`config.mk`:
```
export PLATFORM = sky130hd
export DESIGN_NAME = lvl_intc
export DESIGN_NICKNAME = d
export VERILOG_FILES = /design/src/rtl/lvl_intc_pkg.sv /design/src/rtl/lvl_intc_sync.sv /design/src/rtl/lvl_intc_bank.sv /design/src/rtl/lvl_intc.sv
export SDC_FILE = /design/constraint.sdc
export NUM_CORES = 1
export LEC_CHECK = 0
export ABC_AREA = 0
export BUFFER_PORTS_ARGS = -buffer_cell sky130_fd_sc_hd__buf_2
export CAP_MARGIN = 5
export CORE_ASPECT_RATIO = 0.6
export CORE_MARGIN = 2
export CORE_UTILIZATION = 40
export CTS_CLUSTER_DIAMETER = 30
export DETAILED_ROUTE_END_ITERATION = 16
export PLACE_DENSITY = 0.55
export SLEW_MARGIN = 5
export SYNTH_ARGS = -nofsm -noshare
export SYNTH_HDL_FRONTEND = slang
export SYNTH_SLANG_ARGS = --single-unit
```
`constraint.sdc`:
```
create_clock -name clk -period 1.95 [get_ports clk]
set_clock_uncertainty 0.05 [all_clocks]
set_input_delay 0.0975 -clock clk [delete_from_list [all_inputs] [get_ports clk]]
set_output_delay 0.0975 -clock clk [all_outputs]
set_load 0.1 [all_outputs]
```
`src/rtl/lvl_intc_pkg.sv`:
```
package lvl_intc_pkg;

    localparam int LINES_PER_BANK = 32;
    localparam int SYNC_DEPTH     = 2;

    typedef enum logic [1:0] {
        OFS_CAUSE = 2'd0,
        OFS_NORM  = 2'd1,
        OFS_FAST  = 2'd2,
        OFS_EP    = 2'd3
    } reg_ofs_e;

    typedef struct packed {
        logic [LINES_PER_BANK-1:0] norm_mask;
        logic [LINES_PER_BANK-1:0] fast_mask;
        logic [LINES_PER_BANK-1:0] ep_mask;
    } bank_regs_t;

    typedef struct packed {
        logic [LINES_PER_BANK-1:0] rdata;
    } top_regs_t;

endpackage

```
`src/rtl/lvl_intc_sync.sv`:
```
module lvl_intc_sync #(
    parameter int WIDTH = 32,
    parameter int DEPTH = 2
) (
    input  logic             clk,
    input  logic             rst_n,
    input  logic [WIDTH-1:0] din,
    output logic [WIDTH-1:0] dout
);

    logic [DEPTH-1:0][WIDTH-1:0] chain_d;
    logic [DEPTH-1:0][WIDTH-1:0] chain_q;

    always_comb begin
        chain_d[0] = din;
        for (int i = 1; i < DEPTH; i++) begin
            chain_d[i] = chain_q[i-1];
        end
    end

    always_ff @(posedge clk or negedge rst_n) begin
        if (!rst_n) begin
            chain_q <= '0;
        end else begin
            chain_q <= chain_d;
        end
    end

    assign dout = chain_q[DEPTH-1];

endmodule

```
`src/rtl/lvl_intc_bank.sv`:
```
module lvl_intc_bank
    import lvl_intc_pkg::*;
(
    input  logic                      clk,
    input  logic                      rst_n,
    input  logic [LINES_PER_BANK-1:0] src_i,
    input  logic                      wr_en,
    input  reg_ofs_e                  ofs_i,
    input  logic [LINES_PER_BANK-1:0] wdata_i,
    output logic [LINES_PER_BANK-1:0] rd_data_o,
    output logic [LINES_PER_BANK-1:0] cause_o,
    output logic                      norm_o,
    output logic                      fast_o,
    output logic                      ep_o
);

    bank_regs_t                st_d;
    bank_regs_t                st_q;
    logic [LINES_PER_BANK-1:0] cause;

    lvl_intc_sync #(
        .WIDTH (LINES_PER_BANK),
        .DEPTH (SYNC_DEPTH)
    ) u_sync (
        .clk   (clk),
        .rst_n (rst_n),
        .din   (src_i),
        .dout  (cause)
    );

    // Next-state: cause offset is read-only, masks take the full word.
    always_comb begin
        st_d = st_q;
        if (wr_en) begin
            case (ofs_i)
                OFS_NORM: st_d.norm_mask = wdata_i;
                OFS_FAST: st_d.fast_mask = wdata_i;
                OFS_EP:   st_d.ep_mask   = wdata_i;
                default:  ;
            endcase
        end
    end

    always_ff @(posedge clk or negedge rst_n) begin
        if (!rst_n) begin
            st_q <= '0;
        end else begin
            st_q <= st_d;
        end
    end

    always_comb begin
        case (ofs_i)
            OFS_CAUSE: rd_data_o = cause;
            OFS_NORM:  rd_data_o = st_q.norm_mask;
            OFS_FAST:  rd_data_o = st_q.fast_mask;
            default:   rd_data_o = st_q.ep_mask;
        endcase
    end

    assign cause_o = cause;
    assign norm_o  = |(cause & st_q.norm_mask);
    assign fast_o  = |(cause & st_q.fast_mask);
    assign ep_o    = |(cause & st_q.ep_mask);

endmodule

```
`src/rtl/lvl_intc.sv`:
```
module lvl_intc
    import lvl_intc_pkg::*;
#(
    parameter int NUM_BANKS = 3,
    localparam int BANK_BITS = (NUM_BANKS > 1) ? $clog2(NUM_BANKS) : 1,
    localparam int ADDR_W    = BANK_BITS + 2,
    localparam int SRC_W     = NUM_BANKS * LINES_PER_BANK
) (
    input  logic                      clk,
    input  logic                      rst_n,
    input  logic [SRC_W-1:0]          irq_src,
    input  logic                      bus_sel,
    input  logic                      bus_wr,
    input  logic [ADDR_W-1:0]         bus_addr,
    input  logic [LINES_PER_BANK-1:0] bus_wdata,
    output logic [LINES_PER_BANK-1:0] bus_rdata,
    output logic [NUM_BANKS-1:0]      irq_bank,
    output logic [NUM_BANKS-1:0]      fast_bank,
    output logic [NUM_BANKS-1:0]      ep_bank,
    output logic                      irq_any,
    output logic                      fast_any,
    output logic                      ep_any
);

    logic [BANK_BITS-1:0]      bank_idx;
    reg_ofs_e                  ofs;
    logic [LINES_PER_BANK-1:0] bank_rd [NUM_BANKS];
    logic [SRC_W-1:0]          cause_all;
    top_regs_t                 top_d;
    top_regs_t                 top_q;

    assign bank_idx = bus_addr[ADDR_W-1:2];
    assign ofs      = reg_ofs_e'(bus_addr[1:0]);

    for (genvar b = 0; b < NUM_BANKS; b++) begin : g_bank
        logic wr_en;
        assign wr_en = bus_sel && bus_wr && (bank_idx == BANK_BITS'(b));

        lvl_intc_bank u_bank (
            .clk       (clk),
            .rst_n     (rst_n),
            .src_i     (irq_src[b*LINES_PER_BANK +: LINES_PER_BANK]),
            .wr_en     (wr_en),
            .ofs_i     (ofs),
            .wdata_i   (bus_wdata),
            .rd_data_o (bank_rd[b]),
            .cause_o   (cause_all[b*LINES_PER_BANK +: LINES_PER_BANK]),
            .norm_o    (irq_bank[b]),
            .fast_o    (fast_bank[b]),
            .ep_o      (ep_bank[b])
        );
    end

    // Read data: loaded only on a read; unmapped bank indices give zero.
    always_comb begin
        top_d = top_q;
        if (bus_sel && !bus_wr) begin
            top_d.rdata = '0;
            for (int b = 0; b < NUM_BANKS; b++) begin
                if (bank_idx == BANK_BITS'(b)) begin
                    top_d.rdata = bank_rd[b];
                end
            end
        end
    end

    always_ff @(posedge clk or negedge rst_n) begin
        if (!rst_n) begin
            top_q <= '0;
        end else begin
            top_q <= top_d;
        end
    end

    assign bus_rdata = top_q.rdata;
    assign irq_any   = |irq_bank;
    assign fast_any  = |fast_bank;
    assign ep_any    = |ep_bank;

endmodule

```
### After elaboration in Yosys (flattened, before gate mapping)

Cells that the tools add are included.

* flip-flop bits (word level): 512
* latch bits: 0
* memory bits (writable): 0
* memory bits (read-only): 0
* input port bits: 136
* output and inout port bits: 44
* memories: 0

* add/sub/neg operators: 0
* multipliers: 0
* div/mod/pow operators: 0
* magnitude comparators: 0
* equal/unequal tests: 5
* shift-type cells: 0
* mux-type cells: 6
* bitwise gates (word level): 9
* reduce and logical (&&, ||, !) cells: 29

Operators by type and width (number)
* $and 32x32->32: 9
* $pmux 32 s3: 3
* $reduce_or 32->1: 9
* $reduce_or 96->1: 3
* $mux 32: 3
* $reduce_and 2->1: 9
* $eq 2x2->1 const B: 3
* $logic_and 1x1->1: 5
* $eq 2x1->1 const B: 2
* $logic_not 2->1: 2
* $logic_not 1->1: 1

### Longest topological paths before layout

Gate-level depths: netlist of the first run.

* word-level depth: 5
* depth in mapped cells: 8

### Cells and area by module

A second synthesis of the first run with hierarchy kept.

* cells, all modules: 1332
* area total of the unflattened synthesis: 22131.2 µm²

By module, submodules not included
* lvl_intc_bank: times used 3, cells an instance 307, area each 5122.4 µm², seq. area each 2402.3 µm²
* lvl_intc_sync: times used 3, cells an instance 64, area each 1601.5 µm², seq. area each 1601.5 µm²
* lvl_intc: times used 1, cells an instance 219, area each 1959.4 µm², seq. area each 800.8 µm²

### Worst setup path after synthesis of the first run

Ideal clock, no wire load.

* kind: register -> output
* start point: register g_bank[0].u_bank.u_sync.chain_q, in the netlist g_bank[0].u_bank.u_sync.dout[28]
* end point: output fast_any
* arrival time: 1.955 ns
* required time: 1.803 ns
* slack: -0.152 ns
* stages on the path, launching flop included: 5
* buffers on the path: 0
* cells stage by stage: dfrtp_1 a22oi_1 nand4_1 or4_1 or3_1

* word-level cells in the longest chain between the ends: 2

Ends and longest elaborated chain
* start: declaration: line lvl_intc_sync.sv:12 `logic [DEPTH-1:0][WIDTH-1:0] chain_q;`
* start signal: assignment: line lvl_intc_sync.sv:25 `chain_q <= chain_d;`
* $and 32x32->32: line lvl_intc_bank.sv:63 `assign fast_o = |(cause & st_q.fast_mask);`
* $reduce_or 96->1: line lvl_intc.sv:77 `assign fast_any = |fast_bank;`
* end: declaration: line lvl_intc.sv:21 `output logic fast_any,`

No other way between the ends.

### Final worst setup path of the first run

* start point: register g_bank[1].u_bank.u_sync.chain_q, in the netlist g_bank[1].u_bank.u_sync.dout[24]
* end point: output irq_any

* word-level cells in the longest chain between the ends: 2

Ends and longest elaborated chain
* start: declaration: line lvl_intc_sync.sv:12
* start signal: assignment: line lvl_intc_sync.sv:25
* $and 32x32->32: line lvl_intc_bank.sv:62 `assign norm_o = |(cause & st_q.norm_mask);`
* $reduce_or 96->1: line lvl_intc.sv:76 `assign irq_any = |irq_bank;`
* end: declaration: line lvl_intc.sv:20 `output logic irq_any,`

No other way between the ends.

==> results of run 1 <==
-- registers in the layout, summed over array words and instances, names as in the netlist --
register and count:
g_bank.u_bank.u_sync.dout 96, g_bank.u_bank.u_sync.chain_d 96, bus_rdata 32, g_bank.u_bank.st_q 288
-- synthesized netlist by cell type, drive strengths merged (4+ instances only) --
cell    number
dfrtp      512
a22oi      144
nand4       37
buf         60
mux2i       64
clkbuf      26
mux4        64
a221oi      32
nand2       33
mux2       288
a31oi       32
o21ai       32
nor2        37
or4         10
or3          4
-- through the flow --
step	instances	TNS (ps)	power [mW]	area, um2
2_1_floorplan	1385	0	16.4	21200
3_3_place_gp	2538	-5060	20.1	25600
3_5_place_dp	2538	-5050	20.3	25600
4_1_cts	2848	-9030	37.6	30800
5_1_grt	2850	-9380	38.9	30900
6_report	2850	-8770	37.6	30900
-- timing repair --
item                                    4_1_cts  5_1_grt
endpoints found under the setup margin       13       12
hold buffers                                127        0
gates resized for setup                     145       28
pin swaps                                    31       23
endpoints found under the hold margin       829        0
buffers inserted                             11        5
-- worst max path at each step --
| stage | from | end | depth (start not counted) |
|---|---|---|---|
| floorplan | g_bank[0].u_bank.u_sync.dout[28] | fast_any | 4 |
| global placement | g_bank[1].u_bank.u_sync.dout[24] | irq_any | 5 |
| detailed placement | g_bank[1].u_bank.u_sync.dout[24] | irq_any | 5 |
| CTS | g_bank[2].u_bank.u_sync.dout[16] | ep_any | 6 |
| global route | g_bank[2].u_bank.u_sync.dout[16] | ep_any | 6 |
| finish | g_bank[1].u_bank.u_sync.dout[24] | irq_any | 5 |
-- where the power goes --
group          internal (mW)  switching, mW
Clock                   11.0           5.87
Sequential              12.1           1.47
Combinational           3.67           3.55
Total                   26.7           10.9
-- critical path, delay by kind of cell (launching register included) --
family	cells	cell delay [ps]
DFF	1	490
and+or+nand+nor	3	1160
AOI/OAI and AO/OA	1	320
buffers and inverters	1	170
-- layer usage --
layer / GRT usage (%) / routed length [um] / vias to the layer above
li1: - / - / 6748
met1: 48.4 / 39200 / 8557
met2: 40.9 / 33500 / 770
met3: 10.5 / 9150 / 97
met4: 6.87 / 1540 / 0
met5: 0 / 0 / -
-- cells by family (layout without fill, tap and decap cells) --
group / Yosys count / after routing / share of synthesized area (%)
flops: 512 / 512 / 60.6
mux: 416 / 416 / 25.7
compound gates: 240 / 240 / 8.14
simple gates: 130 / 130 / 3.23
buf+inv: 87 / 849 / 2.34
-- cell type report --
cell class	instances	area, um2	share of cell area [%]
tap	703	880	2.85
sequential	512	12900	41.6
clock buffer	108	2480	8.02
clock inverter	66	801	2.59
timing repair buffer	674	5590	18.1
multi-input combinational	786	8270	26.8
inverter	1	3.75	0.0122
==> metrics.yaml, run 1 <==
outcome:
  outcome: "finished with violations"
  violations: "negative setup slack"
route:
  drt_iter0_drc: 1710
  vias: 16200
  antenna_left: 0
  wl_per_cell_um: 29.2
  viasPerCell: 5.67
  drc: 0
  drt-total-wl_um: 83300
  drtPass1Iterations: 5
die:
  chipHeight_um: 182
  die_x_um: 301
  row_count: 65
  die-area_mm2: 0.0548
  floorplan.initialDensity_pct: 40.4
  io_pins: 180
  core_mm2: 0.0524
synth:
  async_flop_share_pct: 100
  yosys_warnings: 0
  synth_top_area_share_pct: 60.6
  ys_seq_elements: 512
  synth_cell_type_count: 28
  syn_avg_cell_area_um2: 15.3
  synth_top_area_cell: "dfrtp_1"
  yosysSeqAreaShare_pct: 60.6
  synth_ff_type: "dfrtp_1"
  synth-edff-count: 0
  syn-instance-count: 1385
  synth_nets: 1521
  synth_area_leaders: "dfrtp_1, mux2_2, mux4_2, a22oi_1, mux2i_1"
  syn-cell-area_mm2: 0.0211
grt:
  grt_pass1_vias: 16600
  grt_pass1_wl_um: 120000
  overflow: 0
  antenna_found_initial: 4
  grt_use_total_pct: 31.0
  grt_max_degree: 75
placement:
  finalWeightedCongestion: 0.997
  dp_slack_ps: -696
  port_buffers: 179
  hpwl_um: 59900
power:
  power.density_mw_per_mm2: 1220
  p_leak_nw: 14.0
  peakVddDrop_mv: 0.977
timing:
  hold_viol_final: 0
  min_period_over_period_pct: 150
  holdWs_ps: 28.6
  tightest_slew_ps: 661
  slew_viol_final: 0
  layout_min_cycle_time_ps: 2920
  max_slew_margin_pct: 55.7
  fin_ws_ps: -974
  rsz0062_at_grt: "true"
  setup_viol: 12
  fmax_ghz: 0.342
worst_setup_path:
  required_ps: 1800
  cp_max_fo: 4
  ff2ff_path_depth: 5
  cp_slowest_cell: "or4_4"
  crit_path_end_kind: "output pin"
  critical_path_arrival_ps: 2780
  cpPeakStageDelay_ps: 620
  rr_endpoint: "bus_rdata[21]"
  critPathLaunchType: "register"
  crit_chain: "a22oi_2, nand4_1, or4_4, or3_4, buf_12"
  r2r_slack_ps: 90
  reg2reg_from: "g_bank[1].u_bank.u_sync.dout[21]"
  critical_path_class: "reg2out"
worst_hold_path:
  whs_path_depth: 4
  hold_path_class: "in2reg"
  min_from: "bus_addr[1]"
  min_to: "bus_rdata[1]"
final_layout:
  final_cell_mix: "dfrtp_1, buf_4, mux2_2"
  syn2layout_area_growth_pct: 46.0
  nets: 2204
  layout_commonest_cell: "dfrtp_1"
  fill_cells: 4212
  diodes: 0
  postLayoutCoreUtil_pct: 58.9
  drive_gt1_share_pct: 55.1
cts:
  cts_buffers: 93
  cts-root-buf: "clkbuf_16"
  insertion_delay_ps: 640
  cts_tree: "yes"
  htree_levels: 3
  clock_sinks: 512
  clk_pin_slew_worst_paths_ps: 50
  clock_path_buffers: 3
flow_run:
  maxCapViolCount: 0
(Power assumes the default switching activity.)
==> inputs of run 2 (changes only) <==
- ABC_AREA: 0 -> 1
- CTS_BUF_LIST: not set -> sky130_fd_sc_hd__clkbuf_4 sky130_fd_sc_hd__clkbuf_8 sky130_fd_sc_hd__clkbuf_16
==> run 2 against run 1 <==
  * The run still ends with negative setup slack left
  * Hold slack improved by 28 ps
  * Sequential share of layout area increased by 2.8 points
  * First-iteration DRC count increased by 28%
  * Utilization decreased by 5.4 points
  * Synthesized cell count increased by 89%
  * Total power decreased by 6.7%
  * Non-clock buffer count decreased by 286
  * Register-to-register slack improved by 430 ps
  * Maximum frequency increased by 30%
  * Area after synthesis increased by 2.9%
  * Critical endpoint unchanged
==> metrics.yaml, run 2 <==
worst_hold_path:
  hold_path_class: "in2reg"
  min_to: "g_bank[1].u_bank.st_q[40]"
  min_from: "bus_wdata[8]"
  whs_path_depth: 3
route:
  viasPerCell: 5.23
  vias: 19600
  drtPass1Iterations: 6
  drt_iter0_drc: 2194
  wl_per_cell_um: 20.1
  drt-total-wl_um: 75500
  antenna_left: 0
  drc: 0
synth:
  syn_avg_cell_area_um2: 8.30
  yosysMostFrequentCell: "nand2_1"
  synth_common_cells: "nand2_1, dfrtp_1, o21ai_0"
  synth-edff-count: 0
  yosysSeqAreaShare_pct: 58.9
  synth_ff_type: "dfrtp_1"
  syn-cell-area_mm2: 0.0218
  ys_seq_elements: 512
  yosys_warnings: 0
  synth_top_area_cell: "dfrtp_1"
  synth_area_leaders: "dfrtp_1, nand2_1, o21ai_0, nor2_1, nand3_1"
  synth_nets: 2758
  synth_cell_type_count: 19
  async_flop_share_pct: 100
  synth_top_area_share_pct: 58.9
  syn-instance-count: 2622
grt:
  grt_use_total_pct: 27.2
  grt_max_degree: 90
  grt_pass1_vias: 18600
  overflow: 0
  grt_pass1_wl_um: 115000
  antenna_found_initial: 5
power:
  power_mw: 35.1
  p_leak_nw: 14.1
  power.density_mw_per_mm2: 1220
  peakVddDrop_mv: 0.601
worst_setup_path:
  required_ps: 1800
  cpPeakStageDelay_ps: 450
  cp_max_fo: 4
  crit_chain: "nand2_1, nand2_2, nor2_4, nand4_1, nor2_2, buf_6, nand3_2, buf_12"
  crit_path_end_kind: "output pin"
  cp_slowest_cell: "dfrtp_1"
  critical_path_class: "reg2out"
  critPathLaunchType: "register"
  ff2ff_path_depth: 6
  rr_endpoint: "bus_rdata[20]"
  r2r_slack_ps: 520
  critical_path_arrival_ps: 2110
  reg2reg_from: "g_bank[0].u_bank.st_q[84]"
final_layout:
  seqCellArea_mm2: 0.0128
  layout_commonest_cell: "nand2_1"
  fill_cells: 4879
  multi_input_area_mm2: 0.00831
  nets: 3104
  largest_register: "g_bank.u_bank.st_q"
  largest_register_ffs: 288
  final_cell_mix: "nand2_1, dfrtp_1, o21ai_0"
  drive_gt1_share_pct: 17.8
  syn2layout_area_growth_pct: 32.8
placement:
  port_buffers: 179
  finalWeightedCongestion: 0.915
  hpwl_um: 50500
timing:
  max_slew_margin_pct: 35.6
  setup_tns_ps: -2460
  slew_viol_final: 0
  rsz0062_at_grt: "true"
  hold_viol_final: 0
  tightest_slew_ps: 963
  layout_min_cycle_time_ps: 2260
  setup_viol: 12
  fmax_ghz: 0.443
  min_period_over_period_pct: 116
  fin_ws_ps: -306
cts:
  clk_pin_slew_worst_paths_ps: 50
  clock_path_buffers: 3
  htree_levels: 3
  clock_sinks: 512
  cts_buffers: 89
  insertion_delay_ps: 620
  cts-root-buf: "clkbuf_16"
  cts_tree: "yes"
die:
  die-area_mm2: 0.0563
  die_x_um: 305
  floorplan.initialDensity_pct: 40.3
  row_count: 66
  io_pins: 180
  core_mm2: 0.0539
  chipHeight_um: 185
flow_run:
  maxCapViolCount: 0
outcome:
  outcome: "finished with violations"
  violations: "negative setup slack"
run 2: cell count changes after synthesis, moves of 42 or more:
cell,change
mux2i_1,-64
mux4_2,-64
a22oi_1,-144
nand2_1,+988
o21ai_1,+42
nor2_1,+211
o21ai_0,+342
inv_1,+83
nand3_1,+171
clkbuf_1,+61
mux2_2,-253
run 2: per-layer routing:
| layer | vias to the layer above | track usage, % | share of wire (%) |
|---|---|---|---|
| li1 | 9118 | - | - |
| met1 | 9467 | 42.0 | 47 |
| met2 | 938 | 35.5 | 39 |
| met3 | 125 | 8.52 | 11 |
| met4 | 0 | 8.61 | 2.6 |
| met5 | - | 0 | 0 |
run 2: worst max path at each step:
stage                                                start                         to  cells past startpoint
final                     g_bank[0].u_bank.u_sync.dout[31]                    irq_any                      8
after floorplan           g_bank[0].u_bank.u_sync.dout[16]                    irq_any                      8
after global routing      g_bank[0].u_bank.u_sync.dout[14]                    irq_any                      9
after CTS                 g_bank[0].u_bank.u_sync.dout[24]                   fast_any                      8
after global placement    g_bank[0].u_bank.u_sync.dout[24]                    irq_any                      8
after detailed placement                       bus_addr[1]  g_bank[2].u_bank.st_q[56]                      6
run 2: stage by stage:
step / area, um2 / worst slack [ps] / util, % / hold WS [ps] / instances
2_1_floorplan: 21800 / 229 / - / -248 / 2622
3_3_place_gp: 23800 / 141 / 44.1 / -68.8 / 3456
3_5_place_dp: 23800 / 107 / 44.1 / -67.6 / 3456
4_1_cts: 28700 / -342 / 53.1 / 1.36 / 3753
5_1_grt: 28900 / -395 / 53.6 / 48.0 / 3758
6_report: 28900 / -306 / 53.6 / 56.6 / 3759
run 2: timing repair:
action	in CTS	in global routing
hold buffers	130	0
endpoints found under the hold margin	837	0
gates resized for setup	105	64
setup buffers	1	4
endpoints found under the setup margin	12	12
pin swaps	47	51
run 2: where the power goes:
part / leakage [nW] / switching (mW) / internal [mW]
logic: 6.15 / 3.52 / 1.85
clock network: 1.56 / 5.83 / 10.7
registers: 6.39 / 1.16 / 12.0
run 2: cell families (layout without fill, tap and decap cells):
group	Yosys count	count (layout)	synth area share, %
AO/OA/AOI/OAI	416	416	9.57
buffers and inverters	220	641	4.39
flip-flops	512	512	58.9
other	0	2	0
AND/OR/NAND/NOR	1474	1474	27.1
run 2: final cells by class:
class	count	area share, %
Sequential cell	512	44.4
Multi-Input combinational cell	1890	28.8
Timing Repair Buffer	388	11.5
Clock buffer	104	8.33
Tap cell	714	3.09
Clock inverter	62	2.78
Inverter	87	1.16
Antenna cell	2	0.0173
run 2: worst max-delay path: cells and delay by family, from the launching register on:
| family | cells | cell delay, ps |
|---|---|---|
| AND/OR/NAND/NOR | 6 | 690 |
| flip-flops | 1 | 450 |
| buffers and inverters | 2 | 340 |
==> inputs of run 3 (changes only) <==
- ABC_AREA: 1 -> 0
==> run 3 against run 2 <==
  * Critical endpoint unchanged
  * Wire length up 10%
  * Final cell count is 24% lower
  * Clock power barely moved
  * The run still ends with negative setup slack left
==> metrics.yaml, run 3 (same netlist as run 1, synthesis figures left out) <==
outcome:
  outcome: "finished with violations"
  violations: "negative setup slack"
timing:
  tightest_slew_ps: 655
  rsz0062_at_grt: "true"
  fin_ws_ps: -979
  fmax_ghz: 0.341
  min_period_over_period_pct: 150
  hold_viol_final: 0
  slew_viol_final: 0
  setup_tns_ps: -8790
  setup_viol: 12
  max_slew_margin_pct: 56.1
  layout_min_cycle_time_ps: 2930
route:
  drc: 0
  wl_per_cell_um: 29.2
  antenna_left: 0
  drt-total-wl_um: 83400
  vias: 16200
  drt_iter0_drc: 1701
  viasPerCell: 5.69
  drtPass1Iterations: 8
placement:
  port_buffers: 179
  dp_slack_ps: -696
  dp.cells: 2538
  hpwl_um: 59900
  finalWeightedCongestion: 0.997
cts:
  cts-root-buf: "clkbuf_16"
  cts_tree: "yes"
  insertion_delay_ps: 630
  htree_levels: 3
  clock_sinks: 512
  clock_path_buffers: 3
  cts_buffers: 93
  clk_pin_slew_worst_paths_ps: 50
worst_setup_path:
  crit_family: "simple AND/OR/NAND/NOR gates"
  critPathLaunchType: "register"
  cp_max_fo: 4
  path_buf_inv: 1
  cp_slowest_cell: "or4_4"
  crit_chain: "a22oi_2, nand4_1, or4_4, or3_4, buf_12"
  cpPeakStageDelay_ps: 620
  crit_path_end_kind: "output pin"
  critical_path_arrival_ps: 2780
  critical_path_class: "reg2out"
  required_ps: 1800
die:
  die_x_um: 301
  row_count: 65
  floorplan.initialDensity_pct: 40.4
  die-area_mm2: 0.0548
  chipHeight_um: 182
  io_pins: 180
  core_mm2: 0.0524
final_layout:
  seqCellArea_mm2: 0.0128
  largest_register_ffs: 288
  multi_input_area_mm2: 0.00827
  postLayoutCoreUtil_pct: 59.0
  fill_cells: 4204
  largest_register: "g_bank.u_bank.st_q"
  nets: 2204
  layout_commonest_cell: "dfrtp_1"
  fin_cells: 2850
  syn2layout_area_growth_pct: 46.1
  diodes: 0
  final_cell_mix: "dfrtp_1, buf_4, mux2_2"
  drive_gt1_share_pct: 55.4
power:
  power_mw: 37.7
  peakVddDrop_mv: 0.977
  p_leak_nw: 14.1
  power.density_mw_per_mm2: 1220
grt:
  grt_pass1_wl_um: 120000
  grt_max_degree: 75
  antenna_found_initial: 4
  grt_pass1_vias: 16600
  overflow: 0
  grt_use_total_pct: 30.9
flow_run:
  maxCapViolCount: 0
worst_hold_path:
  hold_path_class: "in2reg"
==> run 3: changes by cell type in the layout (fill, tap and decap cells not counted), sizes merged, moves of 173 or more <==
cell / before / now
buf: 258 / 548
mux2: 0 / 288
nand2: 1029 / 33
nand3: 174 / 1
nor2: 253 / 37
o21ai: 416 / 32
==> run 3: metal layers <==
metal	vias up	routed length [um]	global-route usage, %
li1	6743	-	-
met1	8583	39300	48.3
met2	774	33500	40.8
met3	115	8830	10.4
met4	0	1710	7.16
met5	-	0	0
==> run 3: worst register-to-register path: stages, from the launching register on <==
cell     delay [ps]
dfrtp_1         420
buf_6           150
mux4_2          520
o21ai_1         340
buf_4           180
a31oi_1          70
==> run 3: repair_timing <==
item / 4_1_cts / 5_1_grt
hold buffers: 127 / 0
buffers inserted: 11 / 5
resized for setup: 145 / 27
pin swaps: 31 / 25
hold endpoints to repair: 829 / 0
cloned: 0 / 0
setup endpoints to repair: 13 / 12
==> run 3: power breakdown <==
group,leakage [nW],internal (mW),switching (mW)
Sequential,6.26,12.1,1.47
Clock,1.61,11.1,5.87
Combinational,6.18,3.67,3.55
Total,14.1,26.9,10.9
==> run 3: worst paths after layout <==
kind,slack (ps),cells past startpoint,endpoint,startpoint
min in group asynchronous,480,3,g_bank[1].u_bank.st_q[30],rst_n
setup reg to reg,90,5,bus_rdata[21],g_bank[1].u_bank.u_sync.dout[21]
hold reg to reg,290,0,g_bank[0].u_bank.u_sync.dout[10],g_bank[0].u_bank.u_sync.chain_d[42]
hold / removal,30,4,bus_rdata[1],bus_addr[1]
max in group asynchronous,610,4,g_bank[2].u_bank.u_sync.dout[17],rst_n
setup / recovery,-980,5,irq_any,g_bank[1].u_bank.u_sync.dout[24]
==> run 3: through the flow <==
stage,area [um2],hold slack [ps]
after floorplan,21200,-248
after global placement,25600,27.3
after detailed placement,25600,18.4
after CTS,30800,0.0463
after global routing,30900,24.9
final,30900,34.8
==> run 3: area by class of cell <==
class | count | area share [%]
clock inverter | 66 | 2.59
multi-input combinational | 786 | 26.8
inverter | 1 | 0.0121
tap | 703 | 2.85
sequential | 512 | 41.6
timing repair buffer | 674 | 18.1
clock buffer | 108 | 8.11
